<file path="src/rtl/keypad_pkg.sv">
package keypad_pkg;
  localparam int ENTRY_W      = 8;
  localparam int SNAP_KEYS    = 8;
  localparam int SNAP_W       = ENTRY_W * SNAP_KEYS;
  localparam int SETTLE_TICKS = 16;
  localparam int START_TICKS  = 5;
  localparam int DBC_W        = 10;
  localparam int THR_W        = 4;

  localparam logic [7:0] ADDR_CTRL   = 8'h00;
  localparam logic [7:0] ADDR_STAT   = 8'h04;
  localparam logic [7:0] ADDR_GAP    = 8'h2C;
  localparam logic [7:0] ADDR_ENT_LO = 8'h30;
  localparam logic [7:0] ADDR_ENT_HI = 8'h34;
  localparam logic [7:0] ADDR_MASK0  = 8'h38;

  typedef enum logic [1:0] {SC_IDLE, SC_START, SC_ROW, SC_GAP} scan_state_e;

  function automatic logic [ENTRY_W-1:0] make_entry(input logic [3:0] row, input logic [2:0] col);
    return {1'b1, row, col};
  endfunction
endpackage

</file>
<file path="src/rtl/kp_row_scanner.sv">
module kp_row_scanner
  import keypad_pkg::*;
#(
  parameter int NUM_ROWS = 16,
  parameter int NUM_COLS = 8,
  parameter int GAP_W    = 16,
  localparam int ROW_W   = $clog2(NUM_ROWS),
  localparam int CNT_W   = (GAP_W > 12) ? GAP_W : 12
) (
  input  logic                clk_i,
  input  logic                rst_ni,
  input  logic                en_i,
  input  logic                tick_i,
  input  logic [DBC_W-1:0]    dbc_i,
  input  logic [GAP_W-1:0]    gap_i,
  input  logic [NUM_COLS-1:0] col_ni,
  output logic [NUM_ROWS-1:0] row_no,
  output logic                row_done_o,
  output logic                last_row_o,
  output logic [ROW_W-1:0]    row_idx_o,
  output logic [NUM_COLS-1:0] row_keys_o
);
  scan_state_e         state_q;
  logic [CNT_W-1:0]    cnt_q, win_last;
  logic [ROW_W-1:0]    row_q;
  logic [NUM_COLS-1:0] cap_q, stab_q, pressed;
  logic                win_end;

  assign pressed  = ~col_ni;
  assign win_last = CNT_W'(SETTLE_TICKS) + CNT_W'(dbc_i) - CNT_W'(1);
  assign win_end  = (cnt_q >= win_last);

  always_ff @(posedge clk_i or negedge rst_ni) begin
    if (!rst_ni) begin
      state_q <= SC_IDLE;
      cnt_q   <= '0;
      row_q   <= '0;
      cap_q   <= '0;
      stab_q  <= '0;
    end else if (!en_i) begin
      state_q <= SC_IDLE;
      cnt_q   <= '0;
      row_q   <= '0;
      cap_q   <= '0;
      stab_q  <= '0;
    end else begin
      case (state_q)
        SC_IDLE: begin
          state_q <= SC_START;
          cnt_q   <= '0;
        end
        SC_START: if (tick_i) begin
          if (cnt_q >= CNT_W'(START_TICKS - 1)) begin
            state_q <= SC_ROW;
            cnt_q   <= '0;
            row_q   <= '0;
          end else cnt_q <= cnt_q + 1'b1;
        end
        SC_ROW: if (tick_i) begin
          if (cnt_q == CNT_W'(SETTLE_TICKS - 1)) begin
            cap_q  <= pressed;
            stab_q <= '1;
          end else if (cnt_q >= CNT_W'(SETTLE_TICKS)) begin
            stab_q <= stab_q & ~(pressed ^ cap_q);
          end
          if (win_end) begin
            cnt_q <= '0;
            if (row_q == ROW_W'(NUM_ROWS - 1)) begin
              row_q   <= '0;
              state_q <= (gap_i == '0) ? SC_START : SC_GAP;
            end else row_q <= row_q + 1'b1;
          end else cnt_q <= cnt_q + 1'b1;
        end
        SC_GAP: if (tick_i) begin
          if ((cnt_q + 1'b1) >= CNT_W'(gap_i)) begin
            state_q <= SC_START;
            cnt_q   <= '0;
          end else cnt_q <= cnt_q + 1'b1;
        end
        default: state_q <= SC_IDLE;
      endcase
    end
  end

  for (genvar g = 0; g < NUM_ROWS; g++) begin : g_row_drv
    assign row_no[g] = !((state_q == SC_ROW) && (row_q == ROW_W'(g)));
  end

  assign row_done_o = (state_q == SC_ROW) && tick_i && win_end;
  assign last_row_o = (row_q == ROW_W'(NUM_ROWS - 1));
  assign row_idx_o  = row_q;
  // with zero debounce the settle sample is the result
  assign row_keys_o = (dbc_i == '0) ? pressed : (cap_q & stab_q & ~(pressed ^ cap_q));
endmodule

</file>
<file path="src/rtl/kp_snap_packer.sv">
module kp_snap_packer
  import keypad_pkg::*;
#(
  parameter int NUM_COLS = 8,
  parameter int ROW_W    = 4
) (
  input  logic                clk_i,
  input  logic                rst_ni,
  input  logic                clear_i,
  input  logic                row_done_i,
  input  logic                last_row_i,
  input  logic [ROW_W-1:0]    row_idx_i,
  input  logic [NUM_COLS-1:0] row_keys_i,
  output logic                push_o,
  output logic [SNAP_W-1:0]   snap_o
);
  logic [SNAP_W-1:0] acc_q, acc_d, snap_q;
  logic [3:0]        n_q, n_d;
  logic              push_q;

  always_comb begin
    int n;
    acc_d = acc_q;
    n     = int'(n_q);
    for (int c = 0; c < NUM_COLS; c++) begin
      if (row_keys_i[c] && n < SNAP_KEYS) begin
        acc_d[n*ENTRY_W +: ENTRY_W] = make_entry(4'(row_idx_i), 3'(c));
        n++;
      end
    end
    n_d = 4'(n);
  end

  always_ff @(posedge clk_i or negedge rst_ni) begin
    if (!rst_ni) begin
      acc_q  <= '0;
      n_q    <= '0;
      push_q <= 1'b0;
      snap_q <= '0;
    end else if (clear_i) begin
      acc_q  <= '0;
      n_q    <= '0;
      push_q <= 1'b0;
    end else begin
      push_q <= 1'b0;
      if (row_done_i) begin
        if (last_row_i) begin
          push_q <= (n_d != '0);
          snap_q <= acc_d;
          acc_q  <= '0;
          n_q    <= '0;
        end else begin
          acc_q <= acc_d;
          n_q   <= n_d;
        end
      end
    end
  end

  assign push_o = push_q;
  assign snap_o = snap_q;
endmodule

</file>
<file path="src/rtl/kp_entry_fifo.sv">
module kp_entry_fifo #(
  parameter int DEPTH  = 4,
  parameter int W      = 64,
  localparam int PTR_W = (DEPTH > 1) ? $clog2(DEPTH) : 1,
  localparam int CNT_W = $clog2(DEPTH + 1)
) (
  input  logic             clk_i,
  input  logic             rst_ni,
  input  logic             clear_i,
  input  logic             push_i,
  input  logic [W-1:0]     data_i,
  input  logic             pop_i,
  output logic [W-1:0]     head_o,
  output logic [CNT_W-1:0] count_o
);
  logic [W-1:0]     mem_q [DEPTH];
  logic [PTR_W-1:0] wr_q, rd_q;
  logic [CNT_W-1:0] cnt_q;
  logic             do_push, do_pop;

  assign do_pop  = pop_i && (cnt_q != '0);
  assign do_push = push_i && (cnt_q != CNT_W'(DEPTH));

  function automatic logic [PTR_W-1:0] nxt(input logic [PTR_W-1:0] p);
    return (p == PTR_W'(DEPTH - 1)) ? '0 : p + 1'b1;
  endfunction

  always_ff @(posedge clk_i or negedge rst_ni) begin
    if (!rst_ni) begin
      wr_q  <= '0;
      rd_q  <= '0;
      cnt_q <= '0;
      for (int i = 0; i < DEPTH; i++) mem_q[i] <= '0;
    end else if (clear_i) begin
      wr_q  <= '0;
      rd_q  <= '0;
      cnt_q <= '0;
    end else begin
      if (do_push) begin
        mem_q[wr_q] <= data_i;
        wr_q        <= nxt(wr_q);
      end
      if (do_pop) rd_q <= nxt(rd_q);
      if (do_push && !do_pop)      cnt_q <= cnt_q + 1'b1;
      else if (do_pop && !do_push) cnt_q <= cnt_q - 1'b1;
    end
  end

  assign head_o  = (cnt_q == '0) ? '0 : mem_q[rd_q];
  assign count_o = cnt_q;
endmodule

</file>
<file path="src/rtl/keypad_scan_top.sv">
module keypad_scan_top
  import keypad_pkg::*;
#(
  parameter int NUM_ROWS   = 16,
  parameter int NUM_COLS   = 8,
  parameter int FIFO_DEPTH = 4,
  parameter int GAP_W      = 16,
  localparam int ROW_W     = $clog2(NUM_ROWS),
  localparam int FCNT_W    = $clog2(FIFO_DEPTH + 1)
) (
  input  logic                clk_i,
  input  logic                rst_ni,
  input  logic                scan_tick_i,
  input  logic [NUM_COLS-1:0] col_i,
  output logic [NUM_ROWS-1:0] row_o,
  input  logic                reg_we_i,
  input  logic                reg_re_i,
  input  logic [7:0]          reg_addr_i,
  input  logic [31:0]         reg_wdata_i,
  output logic [31:0]         reg_rdata_o,
  output logic                irq_o,
  output logic                wake_o
);
  logic                en_q, ie_q, thr_flag_q, wake_flag_q;
  logic [DBC_W-1:0]    dbc_q;
  logic [THR_W-1:0]    thr_q;
  logic [GAP_W-1:0]    gap_q;
  logic [NUM_COLS-1:0] mask_q [NUM_ROWS];
  logic [NUM_ROWS-1:0] mask_sel;

  logic                row_done, last_row, push, pop;
  logic [ROW_W-1:0]    row_idx;
  logic [NUM_COLS-1:0] row_keys;
  logic [SNAP_W-1:0]   snap, head;
  logic [FCNT_W-1:0]   fifo_cnt;
  logic                thr_hit, wake_hit, wr_ctrl, wr_stat, wr_gap;
  logic                unused_wdata;

  assign unused_wdata = ^reg_wdata_i[31:18];

  kp_row_scanner #(.NUM_ROWS(NUM_ROWS), .NUM_COLS(NUM_COLS), .GAP_W(GAP_W)) u_scan (
    .clk_i, .rst_ni,
    .en_i       (en_q),
    .tick_i     (scan_tick_i),
    .dbc_i      (dbc_q),
    .gap_i      (gap_q),
    .col_ni     (col_i),
    .row_no     (row_o),
    .row_done_o (row_done),
    .last_row_o (last_row),
    .row_idx_o  (row_idx),
    .row_keys_o (row_keys)
  );

  kp_snap_packer #(.NUM_COLS(NUM_COLS), .ROW_W(ROW_W)) u_pack (
    .clk_i, .rst_ni,
    .clear_i    (!en_q),
    .row_done_i (row_done),
    .last_row_i (last_row),
    .row_idx_i  (row_idx),
    .row_keys_i (row_keys),
    .push_o     (push),
    .snap_o     (snap)
  );

  kp_entry_fifo #(.DEPTH(FIFO_DEPTH), .W(SNAP_W)) u_fifo (
    .clk_i, .rst_ni,
    .clear_i (!en_q),
    .push_i  (push),
    .data_i  (snap),
    .pop_i   (pop),
    .head_o  (head),
    .count_o (fifo_cnt)
  );

  assign pop     = reg_re_i && (reg_addr_i == ADDR_ENT_HI);
  assign wr_ctrl = reg_we_i && (reg_addr_i == ADDR_CTRL);
  assign wr_stat = reg_we_i && (reg_addr_i == ADDR_STAT);
  assign wr_gap  = reg_we_i && (reg_addr_i == ADDR_GAP);
  assign thr_hit = (thr_q != '0) && (32'(fifo_cnt) >= 32'(thr_q));
  assign wake_hit = row_done && |(row_keys & ~mask_q[row_idx]);

  for (genvar r = 0; r < NUM_ROWS; r++) begin : g_mask_dec
    assign mask_sel[r] = (reg_addr_i == ADDR_MASK0 + 8'(4 * r));
  end

  always_ff @(posedge clk_i or negedge rst_ni) begin
    if (!rst_ni) begin
      en_q  <= 1'b0;
      ie_q  <= 1'b0;
      dbc_q <= '0;
      thr_q <= '0;
      gap_q <= '0;
    end else begin
      if (wr_ctrl) begin
        en_q  <= reg_wdata_i[0];
        ie_q  <= reg_wdata_i[3];
        dbc_q <= reg_wdata_i[13:4];
        thr_q <= reg_wdata_i[17:14];
      end
      if (wr_gap) gap_q <= reg_wdata_i[GAP_W-1:0];
    end
  end

  // set dominates clear so a still-true condition re-arms at once
  always_ff @(posedge clk_i or negedge rst_ni) begin
    if (!rst_ni) begin
      thr_flag_q  <= 1'b0;
      wake_flag_q <= 1'b0;
    end else begin
      thr_flag_q  <= (thr_flag_q  & ~(wr_stat & reg_wdata_i[2])) | thr_hit;
      wake_flag_q <= (wake_flag_q & ~(wr_stat & reg_wdata_i[0])) | wake_hit;
    end
  end

  always_ff @(posedge clk_i or negedge rst_ni) begin
    if (!rst_ni) begin
      for (int r = 0; r < NUM_ROWS; r++) mask_q[r] <= '1;
    end else if (reg_we_i) begin
      for (int r = 0; r < NUM_ROWS; r++)
        if (mask_sel[r]) mask_q[r] <= reg_wdata_i[NUM_COLS-1:0];
    end
  end

  always_comb begin
    reg_rdata_o = '0;
    unique case (reg_addr_i)
      ADDR_CTRL: begin
        reg_rdata_o[0]     = en_q;
        reg_rdata_o[3]     = ie_q;
        reg_rdata_o[13:4]  = dbc_q;
        reg_rdata_o[17:14] = thr_q;
      end
      ADDR_STAT: begin
        reg_rdata_o[0]   = wake_flag_q;
        reg_rdata_o[2]   = thr_flag_q;
        reg_rdata_o[7:4] = 4'(fifo_cnt);
      end
      ADDR_GAP:    reg_rdata_o[GAP_W-1:0] = gap_q;
      ADDR_ENT_LO: reg_rdata_o = head[31:0];
      ADDR_ENT_HI: reg_rdata_o = head[63:32];
      default: begin
        for (int r = 0; r < NUM_ROWS; r++)
          if (mask_sel[r]) reg_rdata_o[NUM_COLS-1:0] = mask_q[r];
      end
    endcase
  end

  assign irq_o  = thr_flag_q & ie_q;
  assign wake_o = wake_flag_q;
endmodule

</file>
<file path="config.mk">
export PLATFORM = sky130hd
export DESIGN_NAME = keypad_scan_top
export DESIGN_NICKNAME = d
export VERILOG_FILES = /design/src/rtl/keypad_pkg.sv /design/src/rtl/kp_row_scanner.sv /design/src/rtl/kp_snap_packer.sv /design/src/rtl/kp_entry_fifo.sv /design/src/rtl/keypad_scan_top.sv
export SDC_FILE = /design/constraint.sdc
export NUM_CORES = 1
export LEC_CHECK = 0
export BUFFER_PORTS_ARGS = -buffer_cell sky130_fd_sc_hd__buf_2
export CORE_ASPECT_RATIO = 0.75
export CORE_MARGIN = 2
export CORE_UTILIZATION = 60
export DETAILED_ROUTE_END_ITERATION = 7
export PLACE_DENSITY = 0.87
export RECOVER_POWER = 50
export SYNTH_ARGS = -nofsm -noshare
export SYNTH_HDL_FRONTEND = slang
export SYNTH_SLANG_ARGS = --single-unit
export TNS_END_PERCENT = 50
</file>
<file path="constraint.sdc">
create_clock -name clk_i -period 10.9 [get_ports clk_i]
set_clock_uncertainty 0.2 [all_clocks]
set_input_delay 0.545 -clock clk_i [delete_from_list [all_inputs] [get_ports clk_i]]
set_output_delay 0.545 -clock clk_i [all_outputs]
set_load 0.03 [all_outputs]
</file>
======== After elaboration in Yosys (flattened, before gate mapping) ========
Cells that the tools add are included.
cells by class
  add/subtract/negate cells ............... 24
  magnitude comparators ................... 17
  equality and inequality tests ........... 58
  shift-type cells ........................ 16
  multiplexer cells ....................... 111
  bitwise logic cells ..................... 20
  reductions and logical operators ........ 89
operator list
  operator                   number
  $mux W64                   15
  $bwmux W64                 8
  $shift A8 B33 Y64 const A  8
  $shiftx A8 B33 Y64         8
  $bwmux W256                1
  $neg A32 Y33               7
  $lt A32 B5 Y1 const B      7
  $mux W32                   7
  $mux W8                    28
  $add A32 B2 Y32 const B    6
  $bmux W64 S2               1
  $demux W64 S2              1
  $eq A8 B7 Y1 const B       14
  $mux W16                   7
  $pmux W16 S4               1
  $eq A8 B6 Y1 const B       5
  $mux W4                    10
  $logic_and A1 B1 Y1        37
  $reduce_and A2 Y1          17
  $neg A7 Y33                1
  $and A8 B8 Y8              4
  $bmux W8 S4                1
  $eq A4 B4 Y1 const B       8
  $ge A16 B16 Y1             2
  60 further kinds           131
storage, ports and cells
  bits in registers ....................... 596
  input port bits ......................... 53
  output and inout bits ................... 50
  word-level logic and storage cells ...... 374

======== Logic depth before layout (Yosys ltp) ========
Gate-level depths: netlist (run 1).
  word-level depth ........................ 32
  mapped depth ............................ 40
  depth with buffers taken out ............ 38

======== Hierarchy ========
A second synthesis (run 1) with hierarchy kept.
unflattened totals
  cell total of the unflattened synthesis .. 3038
  area, all modules ....................... 35076.1 µm²
by module, submodules not included
  module           times used  cells an instance  area each (µm²)  sequential area each (µm²)
  kp_entry_fifo    1           749                12704.7          6581.3
  keypad_scan_top  1           873                9975.8           4214.0
  kp_snap_packer   1           1032               9090.0           3328.2
  kp_row_scanner   1           384                3305.7           950.9

======== Least setup slack after synthesis (run 1) ========
No wires, ideal clock.
  path type ............................... register to register
  start point ............................. register dbc_q[0]
  end point ............................... register u_pack.snap_q[45], in the netlist u_pack.snap_o[45]
  library setup time ...................... 0.127 ns
  data arrival time ....................... 8.289 ns
  data required time ...................... 10.573 ns
  setup slack ............................. 2.284 ns
  stages on the path, launching flop included .. 40
  path buffers ............................ 2
  clock period less this slack ............ 8.616 ns
  cell sequence ........................... dfrtp_1 > inv_1 > ha_1 > or3b_1 > buf_2 > o31a_4 > o32ai_2 > inv_2 > ha_1 > inv_1 > mux2i_4 > inv_4 > ha_1 > clkbuf_1 > nand2_1 > o21ai_0 > inv_1 > ha_1 > [... 4 more ...] > ha_1 > nand2_1 > nor2_1 > a21oi_1 > nor4_1 > a211o_1 > a2111oi_4 > mux2i_1 > nor2_1 > ha_1 > nor2b_1 > nand2_1 > inv_1 > nand4_1 > a21oi_1 > a21oi_1 > a221oi_1 > nor2_1
on the way
  longest elaborated chain between the ends .. 26
  elaborated cells between the ends (all ways) .. 71
  those cells by class .................... add/sub: 15; order compare: 8; shift: 14; mux: 23; reduce/logical: 11
ends and longest elaborated chain
  what                                                     line                   RTL
  start, declared                                          keypad_scan_top.sv:25  logic [DBC_W-1:0] dbc_q;
  start signal, assigned                                   keypad_scan_top.sv:98  dbc_q <= reg_wdata_i[13:4];
  $logic_not A10 Y1                                        kp_row_scanner.sv:93   assign row_keys_o = (dbc_i == '0) ? pressed : (cap_q & stab_q & ~(pressed ^ cap_q));
  $mux W8                                                  kp_row_scanner.sv:93
  $logic_and A1 B1 Y1                                      kp_snap_packer.sv:26   if (row_keys_i[c] && n < SNAP_KEYS) begin
  $mux W32                                                 kp_snap_packer.sv:26
  $lt A32 B5 Y1                                            kp_snap_packer.sv:26
  $logic_and A1 B1 Y1                                      kp_snap_packer.sv:26
  $mux W32                                                 kp_snap_packer.sv:26
  $lt A32 B5 Y1                                            kp_snap_packer.sv:26
  [... 10 more ...]                                        n/a
  $mux W32                                                 kp_snap_packer.sv:26
  $lt A32 B5 Y1                                            kp_snap_packer.sv:26
  $logic_and A1 B1 Y1                                      kp_snap_packer.sv:26
  $mux W32                                                 kp_snap_packer.sv:26
  $neg A32 Y33                                             kp_snap_packer.sv:27   acc_d[n*ENTRY_W +: ENTRY_W] = make_entry(4'(row_idx_i), 3'(c));
  $shiftx A8 B33 Y64 or $shift A8 B33 Y64 (tied branches)  kp_snap_packer.sv:27
  $bwmux W64                                               kp_snap_packer.sv:27
  $mux W64                                                 kp_snap_packer.sv:26
  end signal, assigned                                     kp_snap_packer.sv:39   snap_q <= '0;
  end signal, assigned                                     kp_snap_packer.sv:49   snap_q <= acc_d;
  end, declared                                            kp_snap_packer.sv:17   logic [SNAP_W-1:0] acc_q, acc_d, snap_q;
Several ways; a longest one is shown, not always the timed one.
A chain may end at the register's enable or synchronous reset.

======== Worst setup path after layout (run 1) ========
  start point ............................. register dbc_q[0]
  end point ............................... register u_pack.snap_q[12], in the netlist u_pack.snap_o[12]
The elaborated chain is that of the path after synthesis.

==> reports/qor.csv, run 1 <==
metric,value,unit
outcome,"finished, violations left",
violations,"max-capacitance violations, max-slew violations",
wire_per_inst,27.8,µm
crit_arrival,10600,ps
fin_setup_tns,0,ps
final_nets,3053,
p_leak,16.4,nW
num_rows,74,
worstHoldPathCells,3,
crit_path_max_fanout,15,
slew_headroom,-299,%
cpMaxStageDelayCell,or3b_1,
cp_common_cell,ha_1,
grt.total_usage,35.9,%
clk_path_buf_depth,3,
worstHoldEndpoint,u_scan.cap_q[6]$_DFFE_PN0P_,
design_area,36400,µm²
first_global_vias,25964,
synth_edf_count,0,
synth_top_family_by_area,multiplexers,
start_kind,flip-flop,
initial_core_util,60.8,%
postRouteAntennaNets,0,
synthFlopType,dfrtp_1,
cts_setup_buffers,0,
top_layer,met4,
timing.rr.start,dbc_q[0]$_DFFE_PN0P_,
reg2regPathDepth,37,
io-pin-count,103,
critPathKind,reg -> reg,
syn2layout_area_growth,9.85,%
synthMuxAreaShare,22.5,%
ir_worst_vdd,0.000136,V
yosys.area_share.simple,11.2,%
drive_gt1_share,32.6,%
worst_pin_slew,5980,ps
fin_total_pwr,0.00571,W
first_pass_iters,8,
r2r-end,u_pack.snap_o[12]$_DFFE_PN0P_,
met3_length,12.7,mm
cp-end-kind,flip-flop,
path_clk_slew,60,ps
cts_made_buffers,56,
synth_xor_area_share,1.66,%
worstHoldPathType,in -> reg,
min_from,col_i[6],
clock-sinks,596,
ff2ff_setup_slack,630,ps
yosys_warnings,0,
slew_viol_final,641,
grt-ovfl-total,0,
die_h,207,µm
synth_compound_area_share,13.2,%
yosysUniqueCellTypes,111,
final_common_cell,dfrtp_1,
cts_root_buf,clkbuf_16,
final_cell_mix,"dfrtp_1, mux2_2, nand2_1, nor2_1, dfstp_2",
totalWireLength,103,mm
yosys.area_share.adder,3.08,%
hold_viol,0,
cp.required,11230,ps
antenna_found_initial,4,
p_per_area,157,nW/µm²
clock.fmax,97.4,MHz
die_w,275,µm
drc,0,
die-area,57100,µm²
clk_latency,650,ps
htreeDepth,2,
syn_area,33100,µm²
gp_congestion,0.997,
avgViaCountPerCell,7.10,
core,54400,µm²
max_stage_delay,660,ps
grt_max_degree,181,
async_flop_share,100,%
first_iter_violations,3828,
synth_seq_area_share,45.5,%
met2_wirelength,44.3,mm
rsz0062_at_grt,false,
postSynthCellCount,2861,
min_period_over_period,94.2,%
grt_first_pass_wirelength,157,mm
setup_viol,0,
placedInstanceArea,34300,µm²
synth_seq_cells,596,
synth.avg_cell_area,11.6,µm²
cts_tree,built,
num_vias,26223,
drv_cap,9,
met1_length,41.9,mm
dp_hpwl,69.8,mm
period_needed,10270,ps
post-route-util,66.8,%
io_buffers,88,
-- layer usage --
| layer | vias to the layer above | GRT usage (%) |
|---|---|---|
| met4 | 0 | 12.7 |
| li1 | 10884 | - |
| met3 | 307 | 10.3 |
| met1 | 13282 | 52.7 |
| met5 | - | 0 |
| met2 | 1750 | 51.1 |
-- kinds of logic (layout without fill, tap and decap cells) --
| kind of cell | count (synthesis) | after routing |
|---|---|---|
| buffers and inverters | 234 | 335 |
| other | 2 | 9 |
| muxes | 560 | 560 |
| AOI/OAI and AO/OA | 580 | 580 |
| DFF | 596 | 596 |
| xor gates and xnor gates | 58 | 58 |
| and+or+nand+nor | 750 | 750 |
| adders and majority gates | 81 | 81 |
-- metrics by stage --
step | hold WS, ps | setup slack (ps) | cells
after CTS | 28.3 | 594 | 3689
after global placement | 267 | 794 | 3572
after detailed placement | 270 | 784 | 3572
after global routing | 53.2 | 95.7 | 3691
after floorplan | 49.4 | 2280 | 2866
final | 50.7 | 628 | 3691
-- Yosys cell counts (49+ instances only) --
cell type,n,area (µm²)
a21oi_1,77,385
a22o_1,64,561
clkbuf_1,118,443
dfrtp_1,468,11700
dfstp_2,128,3360
ha_1,80,1000
inv_1,82,308
mux2_2,433,4880
mux4_2,104,2340
nand2_1,221,830
nand3_1,95,475
nor2_1,161,604
nor3_1,49,245
o21ai_0,100,500
-- worst max path at each step --
| stage | end | from |
|---|---|---|
| global route | u_pack.snap_o[12]$_DFFE_PN0P_ | dbc_q[0]$_DFFE_PN0P_ |
| finish | u_pack.snap_o[12]$_DFFE_PN0P_ | dbc_q[0]$_DFFE_PN0P_ |
| CTS | u_pack.snap_o[12]$_DFFE_PN0P_ | dbc_q[0]$_DFFE_PN0P_ |
| floorplan | u_pack.snap_o[45]$_DFFE_PN0P_ | dbc_q[0]$_DFFE_PN0P_ |
| global placement | u_pack.snap_o[13]$_DFFE_PN0P_ | dbc_q[0]$_DFFE_PN0P_ |
| detailed placement | u_pack.snap_o[13]$_DFFE_PN0P_ | dbc_q[0]$_DFFE_PN0P_ |
-- critical path: cells and delay by family (launching register included) --
family / cells / cell delay, ps
AO/OA/AOI/OAI: 9 / 2580
adder cells (fa/ha/maj): 9 / 3210
buffers and inverters: 8 / 920
flip-flops: 1 / 420
multiplexers: 3 / 790
AND/OR/NAND/NOR: 8 / 2020
-- registers in the layout, indices dropped and copies added, names as in the netlist, 4 cells and up --
| name | cells |
|---|---|
| u_pack.snap_o | 64 |
| u_pack.acc_q | 64 |
| gap_q | 16 |
| u_scan.stab_q | 8 |
| u_pack.n_q | 4 |
| u_scan.cap_q | 8 |
| dbc_q | 10 |
| u_scan.row_idx_o | 4 |
| mask_q | 128 |
| u_scan.cnt_q | 16 |
| u_fifo.mem_q | 256 |
| thr_q | 4 |
-- layout make-up --
class | count | area, µm²
inverters | 86 | 328
flip-flops and latches | 596 | 15100
well taps | 722 | 903
repair buffers | 143 | 846
multi-input cells | 2036 | 17200
fillers | 3788 | 18100
clock buffers | 76 | 1610
clock inverters | 30 | 419
diodes | 2 | 5.00
-- power by group --
part | switching (W) | leakage, nW | total, W | internal [W]
clock network | 0.000910 | 0.977 | 0.00214 | 0.00123
registers | 0.0000303 | 7.85 | 0.00229 | 0.00226
logic | 0.000889 | 7.60 | 0.00128 | 0.000390
-- repair_timing --
action | 4_1_cts | 5_1_grt
endpoints found under the setup margin | 0 | 18
hold buffers | 11 | 0
endpoints found under the hold margin | 126 | 0
gates resized for setup | 0 | 2
(Power assumes the default switching activity.)
==> run 2, diff against run 1 <==
- PLACE_DENSITY: 0.87 -> 0.74
- clock period: 10.9 -> 11.3 ns (I/O delays scaled with it)
==> run 2 against run 1 <==
Compared with the run above:
- the run ends with design-rule violations, max-capacitance violations, max-slew violations left
- combinational power fell by 5%
- cell count is 0.16% lower
- flip-flop and latch count unchanged
- sequential share of layout area is 0.071 points higher
- maximum frequency shrank 2.5%
- clock-buffer cell count rose by 6
- clock power shrank 3%
- cell area decreased by 0.17%
- non-clock buffer count fell by 7
- first-iteration DRC count fell by 18%
- largest cell class unchanged
==> reports/qor.csv, run 2 (synthesized netlist as in run 1, its figures left out) <==
metric,value,unit,change
drc,12,,was 0
first_global_vias,24483,,"was 25,964"
fill_cells,4042,,"was 3,788"
critPathKind,reg -> reg,,unchanged
final_common_cell,dfrtp_1,,unchanged
path_clk_slew,70,ps,was 60 ps
clk_path_buf_depth,3,,unchanged
slew_viol_final,554,,was 641
fin_total_pwr,0.00550,W,was 0.00571 W
clk_latency,650,ps,about the same
min_period_over_period,93.2,%,was 94.2%
cp.required,11620,ps,"was 11,230 ps"
design_area,36300,µm²,"was 36,400 µm²"
totalWireLength,97.4,mm,was 103 mm
final_cell_mix,"dfrtp_1, mux2_2, nand2_1, nor2_1, dfstp_2",,unchanged
cp-end-kind,flip-flop,,unchanged
fin_cells,3685,,"was 3,691"
dp_hpwl,69.0,mm,was 69.8 mm
grt.total_usage,34.4,%,was 35.9%
drive_gt1_share,32.3,%,was 32.6%
initial_core_util,60.8,%,unchanged
die_w,275,µm,unchanged
io_buffers,88,,unchanged
first_pass_iters,8,,unchanged
crit_path_max_fanout,15,,unchanged
place_inst,3565,,"was 3,572"
seq_area,15100,µm²,unchanged
whs,52.1,ps,was 50.7 ps
clock-sinks,596,,unchanged
largest_reg_flops,256,,unchanged
htreeDepth,2,,unchanged
met2_wirelength,41.5,mm,was 44.3 mm
start_kind,flip-flop,,unchanged
gp_congestion,1.03,,was 0.997
regMostFlops,u_fifo.mem_q,,unchanged
wire_per_inst,26.4,µm,was 27.8 µm
p_per_area,151,nW/µm²,was 157 nW/µm²
period_needed,10530,ps,"was 10,270 ps"
slew_headroom,-236,%,was -299%
cp_common_cell,ha_1,,unchanged
cts_tree,built,,unchanged
crit_arrival,10850,ps,"was 10,600 ps"
die_h,207,µm,unchanged
postRouteAntennaNets,0,,unchanged
avgViaCountPerCell,6.84,,was 7.10
antenna_found_initial,4,,unchanged
reg.largest.list,"u_fifo.mem_q: 256 flops, mask_q: 128 flops",,unchanged
worstHoldPathType,in -> reg,,unchanged
die-area,57100,µm²,unchanged
grt_max_degree,173,,was 181
outcome,"finished, violations left",,unchanged
ir_worst_vdd,0.000174,V,was 0.000136 V
grt-ovfl-total,0,,unchanged
rsz0062_at_grt,false,,unchanged
clock.fmax,94.9,MHz,was 97.4 MHz
setup_viol,0,,unchanged
max_stage_delay,690,ps,was 660 ps
core,54400,µm²,unchanged
syn2layout_area_growth,9.66,%,was 9.85%
fin_setup_tns,0,ps,unchanged
final_nets,3047,,"was 3,053"
ff2ff_setup_slack,770,ps,was 630 ps
placedInstanceArea,34300,µm²,about the same
multi_input_area,17200,µm²,about the same
cpMaxStageDelayCell,a2111oi_4,,was or3b_1
cts_root_buf,clkbuf_16,,unchanged
drv_cap,6,,was 9
first_iter_violations,3140,,"was 3,828"
worst_pin_slew,5040,ps,was 5980 ps
p_leak,16.4,nW,about the same
num_rows,74,,unchanged
grt_first_pass_wirelength,151,mm,was 157 mm
met1_length,44.6,mm,was 41.9 mm
hold_viol,0,,unchanged
top_layer,met5,,was met4
met3_length,9.41,mm,was 12.7 mm
cts_setup_buffers,0,,unchanged
violations,"design-rule violations, max-capacitance violations, max-slew violations",,"was max-capacitance violations, max-slew violations"
cts_made_buffers,57,,was 56
num_vias,25205,,"was 26,223"
io-pin-count,103,,unchanged
## run 2: cell count changes in the layout (fill, tap and decap cells not counted), moves of 2 or more
cell,previous run,this run
clkbuf_2,3,1
buf_4,31,25
clkbuf_1,21,29
clkinvlp_4,7,2
## run 2: area by class of cell
type / instances / area share [%]
inverter: 86 / 0.903
antenna: 2 / 0.0138
timing repair buffer: 136 / 2.14
sequential: 596 / 41.6
multi-input combinational: 2036 / 47.3
tap: 722 / 2.49
clock buffer: 82 / 4.52
clock inverter: 25 / 1.09
## run 2: metal layers
layer / vias to the layer above / track usage (%)
li1: 10872 / -
met1: 12997 / 55.6
met2: 1207 / 47.5
met3: 127 / 7.14
met4: 2 / 7.01
met5: - / 0
## run 2: power breakdown
group          switching (W)  total, W  internal, W
combinational       0.000863   0.00122     0.000353
sequential         0.0000278   0.00221      0.00218
clock               0.000870   0.00207      0.00120
## run 2: through the flow
step / setup slack, ps / util, %
final: 767 / 66.7
after global routing: 111 / 66.7
after CTS: 880 / 66.9
after detailed placement: 946 / 62.9
after global placement: 1120 / 62.9
after floorplan: 2680 / -
## run 2: critical path: cells and delay by family, from the launching register on
family                   cells  cell delay, ps
AND/OR/NAND/NOR              5            1600
multiplexers                 4            1310
adder cells (fa/ha/maj)      9            3270
buffers and inverters        5             590
flip-flops                   1             420
AO/OA/AOI/OAI                8            3000
## run 2: path summary, 6_finish.rpt
kind,from,end,depth (start not counted)
max reg2reg,dbc_q[0]$_DFFE_PN0P_,u_pack.acc_q[3]$_DFFE_PN0P_,31
max,dbc_q[0]$_DFFE_PN0P_,u_pack.acc_q[3]$_DFFE_PN0P_,31
max in group asynchronous,rst_ni,u_scan.stab_q[6]$_DFFE_PN0P_,4
min,col_i[7],u_scan.cap_q[7]$_DFFE_PN0P_,3
min reg2reg,u_pack.acc_q[22]$_DFFE_PN0P_,u_pack.acc_q[22]$_DFFE_PN0P_,2
min in group asynchronous,rst_ni,u_scan.cnt_q[12]$_DFFE_PN0P_,2
## run 2: what timing repair did
action / 4_1_cts / 5_1_grt
hold buffers: 11 / 0
resized for setup: 0 / 1
hold endpoints to repair: 110 / 0
endpoints found under the setup margin: 0 / 2
